`src/rtl/fe_pkg.sv`:
```
package fe_pkg;
  typedef enum logic [1:0] {
    RD_NONE   = 2'b00,
    RD_BRANCH = 2'b01,
    RD_JABS   = 2'b10,
    RD_JREG   = 2'b11
  } redir_kind_e;
endpackage

```
`src/rtl/redirect_resolve.sv`:
```
// Decides whether execute redirects fetch and forms the target address.
module redirect_resolve #(
  parameter int W         = 16,
  parameter int PAGE_BITS = 4,
  parameter int OFF_BITS  = 8
) (
  input  logic [1:0]             kind,
  input  logic                   br_taken,
  input  logic [W-1:0]           held_pc,
  input  logic [W-PAGE_BITS-1:0] field,
  input  logic [W-1:0]           reg_target,
  output logic                   redirect,
  output logic [W-1:0]           target
);
  import fe_pkg::*;
  localparam int JT_BITS = W - PAGE_BITS;

  redir_kind_e  k;
  logic [W-1:0] sext_off;
  logic [W-1:0] seq_after;

  assign k = redir_kind_e'(kind);

  generate
    if (OFF_BITS < W) begin : g_ext
      assign sext_off = {{(W-OFF_BITS){field[OFF_BITS-1]}}, field[OFF_BITS-1:0]};
    end else begin : g_full
      assign sext_off = field[W-1:0];
    end
  endgenerate

  assign seq_after = held_pc + {{(W-1){1'b0}}, 1'b1};

  always_comb begin
    redirect = 1'b0;
    target   = seq_after;
    unique case (k)
      RD_BRANCH: begin
        redirect = br_taken;
        target   = seq_after + sext_off;
      end
      RD_JABS: begin
        redirect = 1'b1;
        target   = {held_pc[W-1 -: PAGE_BITS], field[JT_BITS-1:0]};
      end
      RD_JREG: begin
        redirect = 1'b1;
        target   = reg_target;
      end
      default: begin
        redirect = 1'b0;
        target   = seq_after;
      end
    endcase
  end
endmodule

```
`src/rtl/pc_reg_stage.sv`:
```
// Fetch program counter: steps by one word or loads a redirect target.
module pc_reg_stage #(
  parameter int W = 16,
  parameter logic [W-1:0] RESET_PC = '0
) (
  input  logic         clk,
  input  logic         rst,
  input  logic         load,
  input  logic [W-1:0] target,
  output logic [W-1:0] pc
);
  always_ff @(posedge clk) begin
    if (rst)       pc <= RESET_PC;
    else if (load) pc <= target;
    else           pc <= pc + {{(W-1){1'b0}}, 1'b1};
  end
endmodule

```
`src/rtl/ir_stage.sv`:
```
// Fetch/execute pipeline register holding the instruction and its address.
module ir_stage #(
  parameter int W = 16,
  parameter logic [W-1:0] NOP = '0
) (
  input  logic         clk,
  input  logic         rst,
  input  logic         squash,
  input  logic [W-1:0] fetch_word,
  input  logic [W-1:0] fetch_pc,
  output logic [W-1:0] held_instr,
  output logic [W-1:0] held_pc
);
  always_ff @(posedge clk) begin
    if (rst) begin
      held_instr <= NOP;
      held_pc    <= '0;
    end else begin
      held_instr <= squash ? NOP : fetch_word;
      held_pc    <= fetch_pc;
    end
  end
endmodule

```
`src/rtl/pc_fetch_front.sv`:
```
module pc_fetch_front #(
  parameter int W         = 16,
  parameter int PAGE_BITS = 4,
  parameter int OFF_BITS  = 8
) (
  input  logic         clk,
  input  logic         rst,
  output logic [15:0]  imem_addr,
  input  logic [15:0]  imem_rdata,
  output logic [15:0]  ex_instr,
  output logic [15:0]  ex_pc,
  input  logic [1:0]   ex_redir_kind,
  input  logic         ex_br_taken,
  input  logic [15:0]  ex_reg_target
);
  localparam int JT_BITS = W - PAGE_BITS;
  localparam logic [W-1:0] NOP_WORD = '0;

  logic         redirect;
  logic [W-1:0] next_target;
  logic [W-1:0] fetch_pc;
  logic [W-1:0] held_instr;
  logic [W-1:0] held_pc;

  redirect_resolve #(.W(W), .PAGE_BITS(PAGE_BITS), .OFF_BITS(OFF_BITS)) u_resolve (
    .kind       (ex_redir_kind),
    .br_taken   (ex_br_taken),
    .held_pc    (held_pc),
    .field      (held_instr[JT_BITS-1:0]),
    .reg_target (ex_reg_target),
    .redirect   (redirect),
    .target     (next_target)
  );

  pc_reg_stage #(.W(W), .RESET_PC('0)) u_pc (
    .clk    (clk),
    .rst    (rst),
    .load   (redirect),
    .target (next_target),
    .pc     (fetch_pc)
  );

  ir_stage #(.W(W), .NOP(NOP_WORD)) u_ir (
    .clk        (clk),
    .rst        (rst),
    .squash     (redirect),
    .fetch_word (imem_rdata),
    .fetch_pc   (fetch_pc),
    .held_instr (held_instr),
    .held_pc    (held_pc)
  );

  assign imem_addr = fetch_pc;
  assign ex_instr  = held_instr;
  assign ex_pc     = held_pc;
endmodule

```
`config.mk`:
```
export PLATFORM = sky130hd
export DESIGN_NAME = pc_fetch_front
export DESIGN_NICKNAME = d
export VERILOG_FILES = /design/src/rtl/fe_pkg.sv /design/src/rtl/redirect_resolve.sv /design/src/rtl/pc_reg_stage.sv /design/src/rtl/ir_stage.sv /design/src/rtl/pc_fetch_front.sv
export SDC_FILE = /design/constraint.sdc
export NUM_CORES = 1
export LEC_CHECK = 0
export BUFFER_PORTS_ARGS = -buffer_cell sky130_fd_sc_hd__buf_4
export CAP_MARGIN = 40
export CORE_MARGIN = 4
export CORE_UTILIZATION = 45
export CTS_CLUSTER_SIZE = 24
export DETAILED_ROUTE_END_ITERATION = 16
export GPL_TIMING_DRIVEN = 0
export HOLD_SLACK_MARGIN = 0.12
export PLACE_DENSITY_LB_ADDON = 0.12
export SLEW_MARGIN = 10
export SYNTH_ARGS = -nofsm -noshare
export SYNTH_HDL_FRONTEND = slang
export SYNTH_SLANG_ARGS = --single-unit
```
`constraint.sdc`:
```
create_clock -name clk -period 2.7 [get_ports clk]
set_clock_uncertainty 0.05 [all_clocks]
set_input_delay 0.54 -clock clk [delete_from_list [all_inputs] [get_ports clk]]
set_output_delay 0.54 -clock clk [all_outputs]
set_load 0.05 [all_outputs]
```
==> run_results.csv <==
group,metric,value,unit
cts,cts_htree_levels,2,
logic_synthesis,synth.largest_area_cell,"dfxtp_1",
logic_synthesis,yosysUniqueCellTypes,50,
global_routing,antenna_found_initial,0,
worst_setup_path,critical_path_arrival,3.08,ns
cts,tritoncts,"done",
logic_synthesis,synthesis.nets,409,
floorplanning,coreArea,6490,um^2
outcome,violations,"setup timing",
finish,num-fill-cells,566,
global_routing,grt_max_degree,15,
worst_setup_path,reg2reg_depth,9,
worst_setup_path,worst-r2r-setup-slack,-0.20,ns
logic_synthesis,synthFlopType,"dfxtp_1",
drt,final_antenna_net_count,0,
logic_synthesis,avgSynthCellArea,8.75,um^2
worst_setup_path,r2r-end,"u_pc.pc[12]$_SDFF_PP0_",
timing,tightest_slew,0.738,ns
cts,cts.sinks,48,
drt,drt-initial-drc-count,187,
floorplanning,dieArea,8210,um^2
floorplanning,core.rowCount,29,
drt,wl_per_cell,17.7,um
finish,drive_above_1_share,33.3,%
finish,fin_cells,531,
logic_synthesis,yosys_register_bits,48,
worst_setup_path,crit_type,"flop to flop",
pwr,ir_worst_vdd,0.274,mV
finish,final_util,64.6,%
timing,setup_slack,-0.201,ns
worst_setup_path,cp-startpoint,"u_ir.held_pc[3]$_SDFF_PP0_",
job,maxCapViolations,0,
cts,cts-root-buf,"clkbuf_8",
floorplanning,initial_core_util,47.3,%
outcome,status,"complete, but fails checks",
logic_synthesis,synth_edf_count,0,
timing,rsz0062_at_grt,"yes",
pwr,p_per_area,418,nW/um^2
drt,vias_per_cell,5.77,
worst_setup_path,r2r_start,"u_ir.held_pc[3]$_SDFF_PP0_",
timing,setup_violations,4,
worst_setup_path,worstSetupStartpointType,"flop",
worst_hold_path,hold_class,"input pin to flop",
timing,period_minus_slack,2.90,ns
floorplanning,die_w,90.6,um
drt,vias,3066,
logic_synthesis,netlist_area,3070,um^2
floorplanning,die_y,90.6,um
logic_synthesis,async_flop_share,0,%
timing,finalCritPeriodShare,107,%
global_routing,grt_pass1_wl,14600,um
drt,dr.pass1.iters,6,
logic_synthesis,yosysTopAreaCellShare,31.3,%
timing,tns,-0.647,ns
timing,maxSlewHeadroom,50.7,%
global_routing,grt_overflow,0,
finish,regArea,992,um^2
global_routing,grt_pass1_vias,2874,
finish,antenna_cells,0,
timing,finalHoldViolations,0,
drt,drt_wl_total,9410,um
placed_design,port_buffers,82,
cts,clock_latency,0.31,ns
drt,drc,0,
worst_setup_path,cp-end-kind,"flop",
timing,hold_slack,0.380,ns
finish,multi_input_area,2210,um^2
placed_design,place.gp.congestion,0.871,
finish,area.growth.synth_to_final,36.5,%
logic_synthesis,yosys-top-cells-area,"dfxtp_1 31%, ha_1 8.1%, xnor2_1 6.8%",
placed_design,dp_cells,510,
logic_synthesis,yosysSeqAreaShare,31.3,%
pwr,p_leak,1.94,nW
cts,numCtsBuffers,5,
timing,fmax,345,MHz
timing,report.final.slew_viol_count,0,
finish,nets,512,
logic_synthesis,yosysWarnings,0,
placed_design,hpwlAfterDp,7120,um
placed_design,dp_slack,-0.302,ns
worst_setup_path,critPathCapture,"u_pc.pc[12]$_SDFF_PP0_",
cts,hold_buffers,0,
floorplanning,boundaryPins,85,
cts,clk_pin_slew,0.09,ns
worst_setup_path,cp.required,2.88,ns
cts,cts_buffer_depth,2,
worst_setup_path,critPathMaxFanout,4,
global_routing,track_usage,21.7,%
logic_synthesis,synthCells,351,
[cells in the final DEF, fill, tap and decap left out, types with 3 or more instances in the layout]
cell,Yosys,final
buf_4,0,97
dfxtp_1,48,37
xnor2_1,24,22
a21oi_1,24,22
mux2i_1,18,18
nand3_1,18,16
nor2_1,18,16
nor2b_1,16,16
and2_1,17,16
ha_1,20,15
nand2_1,14,14
o21ai_0,13,12
xor2_1,11,10
nand4_1,9,9
clkbuf_1,11,9
a211oi_1,10,9
and3_1,8,8
a21o_1,8,8
dfxtp_4,0,7
inv_1,7,6
nand2b_1,5,5
clkbuf_8,0,5
dfxtp_2,0,4
and4_1,3,3
nor3_1,6,3
ha_4,0,3
[cell families after synthesis]
| group | share of synthesized area [%] |
|---|---|
| xor+xnor | 9.98 |
| fa+ha+maj | 8.80 |
| compound gates | 17.3 |
| buf+inv | 2.65 |
| flops | 31.3 |
| mux | 6.35 |
| simple gates | 23.6 |
[metrics by stage]
stage | power [mW] | area, um^2
3_5_place_dp | 1.30 | 3840
2_1_floorplan | 1.13 | 3130
3_3_place_gp | 1.29 | 3840
5_1_grt | 1.82 | 4190
6_report | 1.75 | 4190
4_1_cts | 1.73 | 4050
[where the power goes]
part | switching (mW) | leakage, nW | internal (mW)
logic | 0.311 | 1.50 | 0.206
registers | 0.0578 | 0.401 | 0.746
clock network | 0.253 | 0.0400 | 0.176
total | 0.622 | 1.94 | 1.13
[cells in the mapped netlist (2+ instances only)]
cell / instances
or4_1: 2
and3_1: 8
ha_1: 20
nand2b_1: 5
nand4_1: 9
nor2b_1: 16
and2_1: 17
o21ai_0: 13
a311oi_1: 2
or2_2: 3
nor4b_1: 3
nor4_1: 2
clkbuf_1: 11
and4_1: 3
a21o_1: 8
xnor2_1: 24
o22ai_1: 2
a221oi_1: 2
o211ai_1: 2
xor2_1: 11
nor2_1: 18
a2111oi_0: 2
a31oi_1: 2
nand2_1: 14
buf_2: 2
a211oi_1: 10
o221a_2: 2
dfxtp_1: 48
nor3_1: 6
nand3_1: 18
a21oi_1: 24
inv_1: 7
mux2i_1: 18
[state kept, by name, summed over array words and instances, names as in the netlist]
register,cells
u_ir.held_pc,16
u_pc.pc,16
u_ir.held_instr,16
[worst min-delay path by stage]
stage | startpoint | cells after the start | endpoint
2_1_floorplan | imem_rdata[10] | 1 | u_ir.held_instr[10]$_SDFF_PP0_
3_3_place_gp | u_pc.pc[13]$_SDFF_PP0_ | 2 | u_ir.held_pc[13]$_SDFF_PP0_
3_5_place_dp | u_pc.pc[15]$_SDFF_PP0_ | 1 | u_ir.held_pc[15]$_SDFF_PP0_
4_1_cts | imem_rdata[2] | 2 | u_ir.held_instr[2]$_SDFF_PP0_
5_1_grt | imem_rdata[7] | 2 | u_ir.held_instr[7]$_SDFF_PP0_
6_report | imem_rdata[2] | 2 | u_ir.held_instr[2]$_SDFF_PP0_
[timing repair]
item	CTS	global route
pin swaps	11	21
setup endpoints to repair	6	9
gates resized for setup	10	19
buffers inserted	9	7
[metal layers]
metal / wire length [um] / up-vias / global-route usage (%)
li1: - / 1479 / -
met1: 4280 / 1427 / 30.3
met2: 4320 / 142 / 34.4
met3: 631 / 18 / 3.92
met4: 174 / 0 / 5.23
met5: 0 / - / 0
[worst max-delay path, cell delays in order (launching register included)]
cell,delay [ns]
dfxtp_4,0.37
nand4_1,0.17
or2_4,0.31
xnor2_2,0.15
ha_1,0.32
a21o_1,0.20
or4_4,0.55
a21o_1,0.22
mux2_4,0.31
a22oi_2,0.17
[final cells by class]
type                       count  area share, %
multi-input combinational    282           52.7
sequential                    48           23.7
timing repair buffer          98           17.6
tap                           77           2.30
clock buffer                   5           1.64
buffer                        12           1.13
inverter                       7          0.627
clock inverter                 2          0.298
(Power assumes the default switching activity.)
